==> config.mk <==
export PLATFORM = sky130hd
export DESIGN_NAME = periph_sec_filter
export DESIGN_NICKNAME = d
export VERILOG_FILES = /design/src/rtl/sf_pkg.sv /design/src/rtl/sf_decode.sv /design/src/rtl/sf_regs.sv /design/src/rtl/sf_gate.sv /design/src/rtl/periph_sec_filter.sv
export SDC_FILE = /design/constraint.sdc
export NUM_CORES = 1
export LEC_CHECK = 0
export ABC_AREA = 1
export BUFFER_PORTS_ARGS = -buffer_cell sky130_fd_sc_hd__buf_2
export CAP_MARGIN = 5
export CORE_AREA = 2 2 66 68
export CTS_BUF_LIST = sky130_fd_sc_hd__clkbuf_4
export DETAILED_ROUTE_END_ITERATION = 8
export DIE_AREA = 0 0 68 70
export PLACE_DENSITY = 0.79
export SETUP_SLACK_MARGIN = 0.1
export SLEW_MARGIN = 20
export SYNTH_ARGS = -nofsm -noshare
export SYNTH_HDL_FRONTEND = slang
export SYNTH_SLANG_ARGS = --single-unit
==> constraint.sdc <==
create_clock -name clk -period 1.7 [get_ports clk]
set_input_delay 0.085 -clock clk [delete_from_list [all_inputs] [get_ports clk]]
set_output_delay 0.085 -clock clk [all_outputs]
set_load 0.05 [all_outputs]
==> src/rtl/sf_pkg.sv <==
// Package: shared constants and types for the peripheral security filter.
// Assumes a 16-bit byte address space and one access per cycle.
package sf_pkg;
    localparam int AW_DEF        = 16;
    localparam int DW_DEF        = 32;
    localparam int NPERIPH       = 3;      // guarded peripherals
    localparam int SEC_LSB       = 1;      // secure bits occupy [SEC_LSB +: NPERIPH]
    localparam int IDX_CIPHER    = 0;      // control bit 1
    localparam int IDX_PKA       = 1;      // control bit 2
    localparam int IDX_RNG       = 2;      // control bit 3
    localparam int PWIN_BITS     = 8;      // peripheral window size = 2**PWIN_BITS
    localparam int RWIN_BITS     = 8;      // own register window size
    localparam int SWIN_BITS     = 15;     // SRAM window size
    localparam logic [AW_DEF-1:0] REG_BASE  = 16'h0000;
    localparam logic [AW_DEF-1:0] CTL_OFS   = 16'h0010;
    localparam logic [AW_DEF-1:0] LOCK_OFS  = 16'h0014;
    localparam logic [AW_DEF-1:0] SRAM_BASE = 16'h8000;
    // flattened peripheral bases, index 0 in the low slice
    localparam logic [NPERIPH*AW_DEF-1:0] PBASE_FLAT = {16'h0100, 16'h0200, 16'h0300};

    typedef enum logic {
        MST_APP = 1'b0,   // first CPU, subject to restriction
        MST_SEC = 1'b1    // second CPU, owns the control word
    } master_e;
endpackage

==> src/rtl/sf_decode.sv <==
// Address decoder: flags which window an address falls in.
// Assumes windows are aligned to their power-of-two sizes and do not overlap.
module sf_decode #(
    parameter int AW        = sf_pkg::AW_DEF,
    parameter int NP        = sf_pkg::NPERIPH,
    parameter int PWIN      = sf_pkg::PWIN_BITS,
    parameter int RWIN      = sf_pkg::RWIN_BITS,
    parameter int SWIN      = sf_pkg::SWIN_BITS,
    parameter logic [AW-1:0]    RBASE = sf_pkg::REG_BASE,
    parameter logic [AW-1:0]    SBASE = sf_pkg::SRAM_BASE,
    parameter logic [NP*AW-1:0] PBASE = sf_pkg::PBASE_FLAT
) (
    input  logic [AW-1:0] addr,
    output logic          hit_reg,
    output logic [NP-1:0] hit_periph,
    output logic          hit_sram,
    output logic [AW-1:0] reg_ofs
);
    localparam logic [AW-1:0] RMASK = AW'((1 << RWIN) - 1);

    // own register window and offset inside it
    assign hit_reg  = (addr[AW-1:RWIN] == RBASE[AW-1:RWIN]);
    assign reg_ofs  = addr & RMASK;
    // SRAM window
    assign hit_sram = (addr[AW-1:SWIN] == SBASE[AW-1:SWIN]);

    // one comparator per guarded peripheral window
    for (genvar g = 0; g < NP; g++) begin : g_pwin
        localparam logic [AW-1:0] BASE_G = PBASE[g*AW +: AW];
        assign hit_periph[g] = (addr[AW-1:PWIN] == BASE_G[AW-1:PWIN]);
    end
endmodule

==> src/rtl/sf_regs.sv <==
// State: secure bits, sticky fetch lock, and erase-request capture.
// Assumes rst_n and por_n are synchronous; por_n also clears the capture
// flop that survives a system reset.
module sf_regs #(
    parameter int NP      = sf_pkg::NPERIPH,
    parameter int PKA_IDX = sf_pkg::IDX_PKA
) (
    input  logic          clk,
    input  logic          rst_n,
    input  logic          por_n,
    input  logic          ctl_we,
    input  logic [NP-1:0] ctl_wdata,
    input  logic          lock_we,
    input  logic          lock_wbit,
    output logic [NP-1:0] sec_q,
    output logic          lock_q,
    output logic          erase_req
);
    logic in_rst;      // 1 while a reset was seen at the last edge
    logic pka_shadow;  // public-key secure bit as it stood when reset hit

    // secure bits: loaded by an allowed control-word write
    always_ff @(posedge clk) begin
        if (!rst_n || !por_n) sec_q <= '0;
        else if (ctl_we)      sec_q <= ctl_wdata;
    end

    // fetch lock: set-only, cleared by reset
    always_ff @(posedge clk) begin
        if (!rst_n || !por_n)          lock_q <= 1'b0;
        else if (lock_we && lock_wbit) lock_q <= 1'b1;
    end

    // reset-seen marker used to time the release pulse
    always_ff @(posedge clk) begin
        if (!rst_n || !por_n) in_rst <= 1'b1;
        else                  in_rst <= 1'b0;
    end

    // shadow follows the bit outside reset and freezes on the first reset edge
    always_ff @(posedge clk) begin
        if (!por_n)       pka_shadow <= 1'b0;
        else if (!in_rst) pka_shadow <= sec_q[PKA_IDX];
    end

    // erase pulse in the cycle after the first edge out of reset
    always_ff @(posedge clk) begin
        if (!rst_n || !por_n) erase_req <= 1'b0;
        else                  erase_req <= in_rst && pka_shadow;
    end
endmodule

==> src/rtl/sf_gate.sv <==
// Access gate: decides forward, error or local completion for one access.
// Purely combinational; the response belongs to the same cycle as the access.
module sf_gate #(
    parameter int AW = sf_pkg::AW_DEF,
    parameter int DW = sf_pkg::DW_DEF,
    parameter int NP = sf_pkg::NPERIPH,
    parameter int SLSB = sf_pkg::SEC_LSB,
    parameter logic [AW-1:0] CTL_OFS  = sf_pkg::CTL_OFS,
    parameter logic [AW-1:0] LOCK_OFS = sf_pkg::LOCK_OFS
) (
    input  logic          req_valid,
    input  logic          req_master,
    input  logic          req_write,
    input  logic          req_fetch,
    input  logic          hit_reg,
    input  logic [NP-1:0] hit_periph,
    input  logic          hit_sram,
    input  logic [AW-1:0] reg_ofs,
    input  logic [NP-1:0] sec_q,
    input  logic          lock_q,
    input  logic [DW-1:0] dn_rdata,
    input  logic          dn_err,
    output logic          dn_valid,
    output logic          rsp_err,
    output logic [DW-1:0] rsp_rdata,
    output logic          ctl_we,
    output logic          lock_we
);
    import sf_pkg::*;

    logic          is_ctl, is_lock, from_app, periph_guard, fetch_guard;
    logic [DW-1:0] ctl_word, lock_word;

    assign is_ctl      = hit_reg && (reg_ofs == CTL_OFS);
    assign is_lock     = hit_reg && (reg_ofs == LOCK_OFS);
    assign from_app    = (master_e'(req_master) == MST_APP);
    assign periph_guard = from_app && |(hit_periph & sec_q);
    assign fetch_guard = hit_sram && req_fetch && !from_app && lock_q;

    // read views of the two local words
    always_comb begin
        ctl_word = '0;
        ctl_word[SLSB +: NP] = sec_q;
        lock_word = '0;
        lock_word[0] = lock_q;
    end

    // per-access routing decision
    always_comb begin
        dn_valid  = 1'b0;
        rsp_err   = 1'b0;
        rsp_rdata = '0;
        ctl_we    = 1'b0;
        lock_we   = 1'b0;
        if (req_valid) begin
            if (hit_reg) begin
                if (is_ctl) begin
                    if (req_write) begin
                        if (from_app) rsp_err = 1'b1;
                        else          ctl_we  = 1'b1;
                    end else begin
                        rsp_rdata = ctl_word;
                    end
                end else if (is_lock) begin
                    if (req_write) lock_we   = 1'b1;
                    else           rsp_rdata = lock_word;
                end
            end else if (periph_guard) begin
                rsp_err = req_write;
            end else if (fetch_guard) begin
                rsp_err = 1'b1;
            end else begin
                dn_valid  = 1'b1;
                rsp_err   = dn_err;
                rsp_rdata = dn_rdata;
            end
        end
    end
endmodule

==> src/rtl/periph_sec_filter.sv <==
// Top: master-aware security filter on a shared single-cycle register bus.
// Assumes one access per cycle and a downstream that answers in that cycle.
module periph_sec_filter #(
    parameter int AW = sf_pkg::AW_DEF,
    parameter int DW = sf_pkg::DW_DEF
) (
    input  logic          clk,
    input  logic          rst_n,
    input  logic          por_n,
    input  logic          req_valid,
    input  logic          req_master,
    input  logic          req_write,
    input  logic          req_fetch,
    input  logic [AW-1:0] req_addr,
    input  logic [DW-1:0] req_wdata,
    output logic          rsp_err,
    output logic [DW-1:0] rsp_rdata,
    output logic          dn_valid,
    output logic          dn_write,
    output logic [AW-1:0] dn_addr,
    output logic [DW-1:0] dn_wdata,
    input  logic [DW-1:0] dn_rdata,
    input  logic          dn_err,
    output logic          pka_erase_req
);
    import sf_pkg::*;
    localparam int NP = NPERIPH;

    logic          hit_reg, hit_sram, ctl_we, lock_we, lock_q;
    logic [NP-1:0] hit_periph, sec_q;
    logic [AW-1:0] reg_ofs;

    sf_decode #(.AW(AW), .NP(NP)) u_dec (
        .addr(req_addr), .hit_reg(hit_reg), .hit_periph(hit_periph),
        .hit_sram(hit_sram), .reg_ofs(reg_ofs)
    );

    sf_gate #(.AW(AW), .DW(DW), .NP(NP)) u_gate (
        .req_valid(req_valid), .req_master(req_master), .req_write(req_write),
        .req_fetch(req_fetch), .hit_reg(hit_reg), .hit_periph(hit_periph),
        .hit_sram(hit_sram), .reg_ofs(reg_ofs), .sec_q(sec_q), .lock_q(lock_q),
        .dn_rdata(dn_rdata), .dn_err(dn_err), .dn_valid(dn_valid),
        .rsp_err(rsp_err), .rsp_rdata(rsp_rdata), .ctl_we(ctl_we), .lock_we(lock_we)
    );

    sf_regs #(.NP(NP)) u_regs (
        .clk(clk), .rst_n(rst_n), .por_n(por_n), .ctl_we(ctl_we),
        .ctl_wdata(req_wdata[SEC_LSB +: NP]), .lock_we(lock_we),
        .lock_wbit(req_wdata[0]), .sec_q(sec_q), .lock_q(lock_q),
        .erase_req(pka_erase_req)
    );

    // request fields travel downstream unchanged; dn_valid gates them
    assign dn_write = req_write;
    assign dn_addr  = req_addr;
    assign dn_wdata = req_wdata;
endmodule

==> summary.md, run 1 <==
| Metric | Value |
|---|---|
| Net count after synthesis | 302 |
| Die Wd | 68 µm |
| Clk root buf | clkbuf_4 |
| Status | complete, no violations |
| Clock latency on the worst-skew pair | 0.25 ns |
| Max-Cap Viols | 0 |
| Routability cong. | 0.907 |
| Via density | roughly 4.2 |
| Initial antenna violation count | 0 |
| Worst EP arrival | 1.46 ns |
| Setup violators final | 0 |
| Worst r2r src | u_regs.sec_q[1]$_SDFFE_PP0P_ |
| Synth async-reset ratio | 0% |
| Via count | ~1400 |
| Largest area contributor in the netlist | buf_4 |
| Layout cell share with drive strength beyond 1 | 60.4% |
| Worst-path clk slew | ~0.05 ns |
| TritonCTS Sinks | 7 |
| Die Area | 4760 µm² |
| Register area share after synthesis | between 10% and 20% |
| Total CTS buffers | 3 |
| Slew HR | around 82% |
| WS Path Type | register to primary output |
| Largest net degree at the start of global routing | 30 |
| Synth Instances | 214 |
| Slew @ Worst Pin | 0.265 ns |
| Max-slew violation count | 0 |
| Routed len/inst | 11.6 µm |
| Post-synth EDFFs | 0 |
| Synth Warn # | 0 |
| Filler cell count | 450 |
| Period utilisation layout | roughly nine tenths |
| Fin crit period | 1.55 ns |
| Violation count after the first detailed-route iteration | 26 |
| Synthesized area per cell | about 5.7 µm² |
| Antenna diodes | 0 |
| Worst Skew | 0.00270 ns |
| Leak | 1.10 nW |
| # IOs | approximately 170 |
| Area taken by multi-input logic gates | 581 µm² |
| Routed wire length | 3.95 mm |
| Final #Nets | 377 |
| Vias in the first global route | 1243 |
| Fmax | roughly 650 MHz |
| Detailed placement HPWL | 2.82 mm |
| Area contributors post-synth | buf_4, inv_1, nor2_1, dfxtp_1, nand2_1 |
| DRC Markers | 0 |
| Synth Register Bits | 7 |
| Post-synthesis cell area | 1210 µm² |
| Core Box Area | 4140 µm² |
| Worst vdd ir | 0.000290 V |
| Hold_buf cts | 0 |
| First-pass GRT wire length | 5.07 mm |
| Antenna-violating nets left | 0 |
| DR pass1 iterations | 4 |
| Crit-path max FO | 4 |
| H-tree Lvls | 1 |
| Fin cells | 340 |
| CTS tree | done |
| Std cell rows | 24 |
| Worst setup EP type | primary output |
| Placed Cells | 330 |
| Die Height | 70 µm |
| Clock buffer depth | 2 |
| Final setup TNS | 0 ns |
| Final hold viol count | 0 |
| Tot GR Track Use | 13.1% |
| Synth top cells by count | buf_4, inv_1, nor2_1 |
| Area growth syn-to-layout | 53.3% |
| Sequential Area | ~150 µm² |
| CP startpoint | u_regs.sec_q[1]$_SDFFE_PP0P_ |
| RSZ-0062 raised after global routing | no |
| Input/output buffers | 115 |
| Hold Startpoint | rst_n |
| Unique masters post-synth | 18 |
| Worst Setup Start Kind | register |
| CP required | 1.62 ns |
| Main synth FF type | dfxtp_1 |
| Synth top area share | 30.3% |
| Worst Hold Class | input pin to register |
| P per Cell Area | 492 nW/µm² |
| Starting Density | 29.3% |
| Count leader, synth | buf_4 |
| Grt ovf | 0 |
==> per-stage QoR <==
stage / util (%) / instance area (µm²) / setup WS (ns) / hold slack [ns] / total power, mW
2_1_floorplan: - / 1210 / 0.0972 / 0.207 / 0.722
3_3_place_gp: 35.7 / 1480 / 0.248 / 0.170 / 0.660
3_5_place_dp: 35.7 / 1480 / 0.182 / 0.170 / 0.664
4_1_cts: 37.0 / 1530 / 0.0553 / 0.0698 / 0.837
5_1_grt: 44.9 / 1860 / 0.0586 / 0.0865 / 0.966
6_report: 44.9 / 1860 / 0.151 / 0.0786 / 0.915
==> placed cells by master (no fill, tap or decap), types with 2 or more instances in the layout <==
cell type	instances
nor2_1	22
clkbuf_4	4
nand2_1	23
inv_1	43
nor2_2	28
nand4_1	5
a21oi_1	2
nand2_2	5
or2_2	3
dfxtp_2	2
clkbuf_16	2
nor2_4	3
buf_6	28
buf_4	6
inv_2	3
nor3_1	2
dfxtp_1	4
nand3_1	12
buf_2	84
==> registers in the layout, summed over array words and instances (netlist names) <==
name,cells
u_regs.sec_q,3
u_regs.erase_req,1
u_regs.in_rst,1
u_regs.lock_q,1
u_regs.pka_shadow,1
==> metal layers <==
metal  global-route usage (%)  wire (µm)  vias to the layer above
met2                     23.0       2100                       63
met4                     4.00         76                        0
met1                     15.2       1480                      624
li1                         -          -                      727
met5                        0          0                        -
met3                     3.38        291                       10
==> final cells by class <==
cell class,count,share of cell area (%)
sequential,7,7.87
clock buffer,4,1.61
timing repair buffer,122,46.5
tap,52,3.50
inverter,46,9.28
multi-input combinational,109,31.2
==> report_power, final <==
group | switching, mW | internal (mW)
logic | 0.392 | 0.195
clock network | 0.0573 | 0.105
registers | 0.000460 | 0.164
total | 0.450 | 0.465
==> worst max-delay path: stages, from the launching register on <==
cell and delay, ns:
dfxtp_2 0.33, inv_2 0.05, nand2_2 0.06, nand2_2 0.05, nor3_2 0.13, nand2_2 0.10, buf_4 0.16, nand3_1 0.09
nand2_1 0.05, buf_2 0.21
==> kinds of logic after synthesis <==
| logic type | synth area share, % |
|---|---|
| DFF | 11.5 |
| buffers and inverters | 46.8 |
| AOI/OAI and AO/OA | 1.44 |
| and+or+nand+nor | 40.2 |
==> final timing paths <==
path	slack (ns)	depth (start not counted)	end
worst min register to register	0.44	2	u_regs.erase_req$_SDFF_PP0_
worst max register to register	0.85	3	u_regs.pka_shadow$_SDFFE_PN0N_
worst max-delay path	0.15	9	rsp_rdata[0]
worst min-delay path	0.08	2	u_regs.in_rst$_DFF_P_
==> what timing repair did <==
item,in CTS,in global routing
pin swaps,1,4
gates resized for setup,7,108
setup endpoints to repair,29,34
setup buffers,1,2
cloned,0,3
Note: power is estimated with default switching activity, not from simulation.
==> run 2: changes to the inputs <==
--- a/config.mk
+++ b/config.mk
@@ -13,7 +13,7 @@
 export DETAILED_ROUTE_END_ITERATION = 8
 export DIE_AREA = 0 0 68 70
 export PLACE_DENSITY = 0.79
-export SETUP_SLACK_MARGIN = 0.1
+export SETUP_SLACK_MARGIN = 0.3
 export SLEW_MARGIN = 20
 export SYNTH_ARGS = -nofsm -noshare
 export SYNTH_HDL_FRONTEND = slang
==> run 2 against run 1 <==
Total power increased by 3.0%. Maximum frequency decreased by 2.6%. Hold slack got worse by 0.0062 ns. Largest cell class unchanged. Sequential share of layout area decreased by 0.57 points. Die area unchanged. Register-to-register slack got worse by 0.12 ns.
==> summary.md, run 2 (synthesized netlist as in run 1, its figures left out) <==
| Metric | Value |
|---|---|
| Max-Cap Viols | 0 (unchanged) |
| Tot GR Track Use | 14.8% (+1.6 points) |
| Fmax | 628 MHz (-2.6%) |
| Detailed placement HPWL | 2.79 mm (-1.2%) |
| Final core utilization | 47.1% (+2.2 points) |
| Grt ovf | 0 (unchanged) |
| Final #Nets | 382 (+1.3%) |
| Slew HR | 81.7% (-0.48 points) |
| Reg2Reg Capture Point | u_regs.pka_shadow$_SDFFE_PN0N_ |
| Via density | 4.39 (+4.7%) |
| DRC Markers | 0 (unchanged) |
| Area growth syn-to-layout | 60.9% |
| Worst Hold Class | input pin to register |
| CTS tree | done |
| RSZ-0062 raised after global routing | yes |
| Commonest cells after routing, fill and taps aside | buf_2, inv_1, nor2_1 |
| Final hold viol count | 0 (unchanged) |
| Worst r2r src | u_regs.sec_q[1]$_SDFFE_PP0P_ |
| Worst Hold Depth | 3 (+1) |
| Antenna diodes | 0 (unchanged) |
| Core Box Area | 4140 µm² (unchanged) |
| WS Path Type | register to primary output |
| Final std cell area, no fill | 1950 µm² (+5.0%) |
| Routability cong. | 0.906 (about the same) |
| Routed wire length | 3.77 mm (-4.6%) |
| Total CTS buffers | 3 (unchanged) |
| Worst EP arrival | 1.51 ns (+0.05 ns) |
| Die Wd | 68 µm (unchanged) |
| DR pass1 iterations | 4 (unchanged) |
| Die Area | 4760 µm² (unchanged) |
| Setup violators final | 0 (unchanged) |
| Final setup TNS | 0 ns (unchanged) |
| H-tree Lvls | 1 (unchanged) |
| Starting Density | 29.3% (unchanged) |
| Die Height | 70 µm (unchanged) |
| Leak | 1.14 nW (+3.0%) |
| Worst vdd ir | 0.000353 V (+22%) |
| R2r worst-path depth | 4 (+1) |
| P per Cell Area | 482 nW/µm² (-1.9%) |
| Post-place instance area | 1550 µm² (+5.1%) |
| Routed len/inst | 10.9 µm (-6.0%) |
| Worst Skew | 0.00271 ns (+0.00000641 ns) |
| Fin crit period | 1.59 ns (+0.0418 ns) |
| Most common cell after layout, fill and taps aside | buf_2 |
| Worst Setup Start Kind | register |
| Filler cell count | 419 (-6.9%) |
| CP required | 1.62 ns (about the same) |
| Worst hold endpoint | u_regs.sec_q[0]$_SDFFE_PP0P_ |
| Layout cell share with drive strength beyond 1 | 60.8% (+0.33 points) |
| Worst setup EP type | primary output |
| Std cell rows | 24 (unchanged) |
| Period utilisation layout | 93.6% (+2.5 points) |
| Via count | 1513 (+6.3%) |
| Biggest register | u_regs.sec_q |
| Hold slack | 0.0724 ns (-0.00620 ns) |
| Hold Startpoint | req_wdata[1] |
| Crit-path max FO | 4 (unchanged) |
| Largest register FFs | 3 (unchanged) |
| Clock latency on the worst-skew pair | 0.25 ns (about the same) |
| Max-slew violation count | 0 (unchanged) |
| Slew @ Worst Pin | 0.274 ns (+0.00845 ns) |
| Violation count after the first detailed-route iteration | 24 (-7.7%) |
| Worst-path clk slew | 0.05 ns (about the same) |
| Input/output buffers | 115 (unchanged) |
| Initial antenna violation count | 0 (unchanged) |
| Largest net degree at the start of global routing | 16 (-47%) |
| Status | complete, no violations |
| Clk root buf | clkbuf_4 |
| First-pass GRT wire length | 5.60 mm (+10%) |
| Vias in the first global route | 1374 (+11%) |
| Clock buffer depth | 2 (unchanged) |
| # IOs | 172 (unchanged) |
| Reg2Reg Setup Slack | 0.73 ns (-0.12 ns) |
| TritonCTS Sinks | 7 (unchanged) |
| Antenna-violating nets left | 0 (unchanged) |
## run 2: cell count changes in the layout (fill, tap and decap cells not counted), sizes merged
cell and change:
buf +7, clkbuf -2
## run 2: how the worst max path moves through the flow
stage                                 startpoint            end  slack (ns)  cells after the start
floorplan           u_regs.sec_q[1]$_SDFFE_PP0P_  rsp_rdata[12]         0.1                      8
global placement                    req_addr[11]  rsp_rdata[15]        0.21                     11
detailed placement                  req_addr[11]  rsp_rdata[14]        0.17                     11
CTS                 u_regs.sec_q[1]$_SDFFE_PP0P_   rsp_rdata[0]        0.04                     10
global route        u_regs.sec_q[1]$_SDFFE_PP0P_  rsp_rdata[16]        0.01                      9
finish              u_regs.sec_q[1]$_SDFFE_PP0P_   rsp_rdata[2]        0.11                     10
## run 2: per-layer routing
layer,GRT usage [%],routed length (µm),up-vias
li1,-,-,731
met1,15.1,1230,672
met2,27.4,2060,86
met3,3.06,317,24
met4,6.89,159,0
met5,0,0,-
## run 2: area by class of cell
class | instances | area (µm²) | area share (%)
flip-flops and latches | 7 | 143 | 7.30
well taps | 52 | 65.1 | 3.33
inverters | 46 | 175 | 8.97
clock buffers | 4 | 30.0 | 1.54
multi-input cells | 109 | 651 | 33.3
repair buffers | 127 | 890 | 45.5
## run 2: report_power, final
group | switching [mW] | internal [mW] | leakage (nW)
clock | 0.0644 | 0.106 | 0.0184
combinational | 0.400 | 0.206 | 1.06
sequential | 0.000517 | 0.165 | 0.0577
total | 0.465 | 0.477 | 1.14
## run 2: per-stage QoR
stage	total power [mW]	setup WS (ns)	instances
2_1_floorplan	0.741	0.0972	214
3_3_place_gp	0.676	0.211	331
3_5_place_dp	0.680	0.173	331
4_1_cts	0.930	0.0386	342
5_1_grt	0.991	0.0101	345
6_report	0.942	0.109	345
## run 2: critical path: stages (launching register included)
cell and delay [ns]:
dfxtp_2 0.33, inv_2 0.04, nand2_2 0.07, nand2_2 0.05, nor3_2 0.12, nand2_2 0.10, buf_4 0.14, buf_6 0.12
nand3_2 0.07, nand2_2 0.06, buf_6 0.15
## run 2: repair_timing
| item | in CTS | in global routing |
|---|---|---|
| resized for setup | 70 | 13 |
| gates cloned | 2 | 0 |
| endpoints found under the setup margin | 34 | 34 |
| setup buffers | 5 | 3 |
| endpoints found under the hold margin | 0 | 0 |
| pin swaps | 10 | 3 |
| hold buffers | 0 | 0 |
==> run 3: changes to the inputs <==
--- a/config.mk
+++ b/config.mk
@@ -5,14 +5,14 @@
 export SDC_FILE = /design/constraint.sdc
 export NUM_CORES = 1
 export LEC_CHECK = 0
-export ABC_AREA = 1
 export BUFFER_PORTS_ARGS = -buffer_cell sky130_fd_sc_hd__buf_2
 export CAP_MARGIN = 5
-export CORE_AREA = 2 2 66 68
+export CORE_AREA = 2 2 67 69
 export CTS_BUF_LIST = sky130_fd_sc_hd__clkbuf_4
 export DETAILED_ROUTE_END_ITERATION = 8
-export DIE_AREA = 0 0 68 70
-export PLACE_DENSITY = 0.79
+export DIE_AREA = 0 0 69 71
+export HOLD_SLACK_MARGIN = 0.05
+export PLACE_DENSITY = 0.73
 export SETUP_SLACK_MARGIN = 0.3
 export SLEW_MARGIN = 20
 export SYNTH_ARGS = -nofsm -noshare
==> run 3 against run 2 <==
The flow now finishes with violations (setup timing). Flip-flop and latch count did not move. Sequential share of layout area rose by 0.39 points. Synthesized cell count fell by 36%. Highest routed layer unchanged. Clock skew rose by 0.0042 ns. Cell count fell by 23%. Area after synthesis fell by 15%. Largest cell class unchanged. Critical endpoint unchanged.
==> summary.md, run 3 <==
| Metric | Value |
|---|---|
| Hold slack | 0.0639 ns (-0.00853 ns) |
| Clock latency on the worst-skew pair | 0.27 ns (+0.02 ns) |
| Input/output buffers | 115 (unchanged) |
| Post-route setup slack | -0.0252 ns (-0.134 ns) |
| Largest net degree at the start of global routing | 20 (+4) |
| Worst Setup Start Kind | input pin |
| XOR/XNOR Fraction of Synth Area | 0% (unchanged) |
| Fin crit period | 1.73 ns (+0.134 ns) |
| Starting Density | 24.6% (-4.6 points) |
| Final core utilization | 43.7% (-3.4 points) |
| Slew @ Worst Pin | 0.500 ns (+0.227 ns) |
| Max-Cap Viols | 0 (unchanged) |
| WS Path Type | input pin to primary output |
| Die Height | 71 µm (+1.4%) |
| Area growth syn-to-layout | 77.3% |
| Post-synthesis cell area | 1040 µm² (-15%) |
| CP required | 1.62 ns (about the same) |
| Worst Hold Class | input pin to register |
| Slew HR | 66.3% (-15 points) |
| DRC Markers | 0 (unchanged) |
| Antenna diodes | 0 (unchanged) |
| Synth Instances | 137 (-36%) |
| Die Area | 4900 µm² (+2.9%) |
| Worst vdd ir | 0.000329 V (-6.9%) |
| Via density | 4.39 (+0.18%) |
| TritonCTS Sinks | 7 (unchanged) |
| Vias in the first global route | 1126 (-18%) |
| Main synth FF type | dfxtp_1 |
| P per Cell Area | 503 nW/µm² (+4.2%) |
| Register area share after synthesis | 13.5% (+2.0 points) |
| Biggest register | u_regs.sec_q |
| Crit-path max FO | 4 (unchanged) |
| Die Wd | 69 µm (+1.5%) |
| Synth Area in Compound Gates | 8.45% (+7.0 points) |
| Violation count after the first detailed-route iteration | 15 (-38%) |
| Antenna-violating nets left | 0 (unchanged) |
| Initial antenna violation count | 0 (unchanged) |
| DR pass1 iterations | 2 (-2) |
| Max incr delay on CP | 0.54 ns (+0.21 ns) |
| First-pass GRT wire length | 5.97 mm (+6.7%) |
| Hold_buf cts | 0 (unchanged) |
| # IOs | 172 (unchanged) |
| Synthesized area per cell | 7.56 µm² (+33%) |
| Largest area contributor in the netlist | buf_4 |
| Synth top area share | 35.5% (+5.2 points) |
| Largest family of logic cells by synthesized area | buffers and inverters |
| H-tree Lvls | 1 (unchanged) |
| Grt ovf | 0 (unchanged) |
| Period utilisation layout | 101% (+7.9 points) |
| Synth Warn # | 0 (unchanged) |
| Failing checks | setup timing |
| Final hold viol count | 0 (unchanged) |
| Simple-Gate Fraction of Synth Area | 36.1% (-4.1 points) |
| Worst-path clk slew | 0.06 ns (about the same) |
| Fmax | 580 MHz (-7.8%) |
| CP max-delay cell | or4_4 |
| Post-synth EDFFs | 0 (unchanged) |
| Clk root buf | clkbuf_4 |
| Synth async-reset ratio | 0% (unchanged) |
| Final setup TNS | -0.102 ns (-0.102 ns) |
| Unique masters post-synth | 32 (+14) |
| Leak | 0.928 nW (-18%) |
| Final #Nets | 304 (-20%) |
| Largest register FFs | 3 (unchanged) |
| Routed len/inst | 15.0 µm (+38%) |
| Std cell rows | 24 (unchanged) |
| Worst Skew | 0.00694 ns (+0.00423 ns) |
| Worst EP arrival | 1.64 ns (+0.13 ns) |
| Clock buffer depth | 2 (unchanged) |
| RSZ-0062 raised after global routing | yes |
| Synth Register Bits | 7 (unchanged) |
| Filler cell count | 417 (-0.48%) |
| Synth top cells by count | buf_4, and2_1, nor2_1 |
| CP Cell Sequence | buf_6 -> or4_4 -> nor3_4 -> o21ai_2 -> and3_4 -> buf_6 -> a22o_4 -> buf_8 |
| Setup violators final | 13 (+13) |
| Tot Pwr | 0.923 mW (-2.0%) |
| Total CTS buffers | 3 (unchanged) |
| Count leader, synth | buf_4 |
| Via count | 1173 (-22%) |
| Adder-cell area share of the yosys netlist | 0% (unchanged) |
| Tot GR Track Use | 15.5% (+0.74 points) |
| Commonest cells after routing, fill and taps aside | buf_2, buf_6, and2_2 |
| Most repeated library cell on the critical path | buf_6 |
| Routability cong. | 0.756 (-17%) |
| Routed wire length | 4.02 mm (+6.6%) |
| Max-slew violation count | 0 (unchanged) |
| Detailed placement HPWL | 3.25 mm (+17%) |
| Most common cell after layout, fill and taps aside | buf_2 |
| Area contributors post-synth | buf_4, and2_1, dfxtp_1, mux2i_1, nor2_1 |
| Worst setup EP type | primary output |
| Status | finished, violations left |
| Net count after synthesis | 225 (-25%) |
| Layout cell share with drive strength beyond 1 | 82.3% (+22 points) |
| Mux share of post-synthesis cell area | 2.90% (+2.9 points) |
| CTS tree | done |
| Core Box Area | 4200 µm² (+1.4%) |
## run 3: cell count changes after synthesis, sizes merged, moves of 4 or more
cell	change
nand2	-23
nor2	-45
nand4	-4
nand2b	+4
nand3	-9
inv	-45
and2	+28
## run 3: worst paths after layout
| check | from | endpoint | slack (ns) | cells past startpoint |
|---|---|---|---|---|
| setup / recovery | req_addr[12] | rsp_rdata[2] | -0.03 | 8 |
| hold / removal | req_wdata[3] | u_regs.sec_q[2]$_SDFFE_PP0P_ | 0.06 | 3 |
| setup reg to reg | u_regs.sec_q[1]$_SDFFE_PP0P_ | u_regs.pka_shadow$_SDFFE_PN0N_ | 0.95 | 3 |
| hold reg to reg | u_regs.pka_shadow$_SDFFE_PN0N_ | u_regs.erase_req$_SDFF_PP0_ | 0.43 | 2 |
## run 3: layer usage
layer	GRT usage (%)	vias up	wire, µm
met1	16.9	526	1410
met4	7.63	0	98
met2	27.1	74	2100
met5	0	-	0
met3	5.13	11	404
li1	-	562	-
## run 3: final cells by class
class	count	area, µm²	area share, %
timing repair buffer	127	948	51.6
clock buffer	4	30.0	1.63
sequential	7	141	7.70
multi-input combinational	76	648	35.3
inverter	1	3.75	0.204
tap	52	65.1	3.54
## run 3: logic make-up (layout without fill, tap and decap cells)
logic type / after synthesis / after routing
muxes: 3 / 3
DFF: 7 / 7
and+or+nand+nor: 61 / 61
AOI/OAI and AO/OA: 12 / 12
buffers and inverters: 54 / 132
## run 3: metrics by stage
stage / cells / instance area [µm²] / setup slack (ns)
2_1_floorplan: 137 / 1100 / 0.0540
3_3_place_gp: 261 / 1410 / -0.141
3_5_place_dp: 261 / 1410 / -0.171
4_1_cts: 267 / 1780 / -0.0757
5_1_grt: 267 / 1840 / -0.0834
6_report: 267 / 1840 / -0.0252
## run 3: repair_timing
action | CTS | global route
resized for setup | 92 | 10
buffers inserted | 2 | 0
pin swaps | 7 | 3
setup endpoints to repair | 37 | 38
## run 3: report_power, final
group	internal [mW]	switching, mW	leakage [nW]	total, mW
sequential	0.165	0.000556	0.0572	0.166
clock	0.106	0.0725	0.0184	0.179
combinational	0.219	0.359	0.852	0.578
total	0.491	0.432	0.928	0.923
## run 3: worst max-delay path: cells and delay by family
kind            cells  cell delay [ns]
compound gates      2             0.32
buf+inv             3             0.37
simple gates        3             0.85
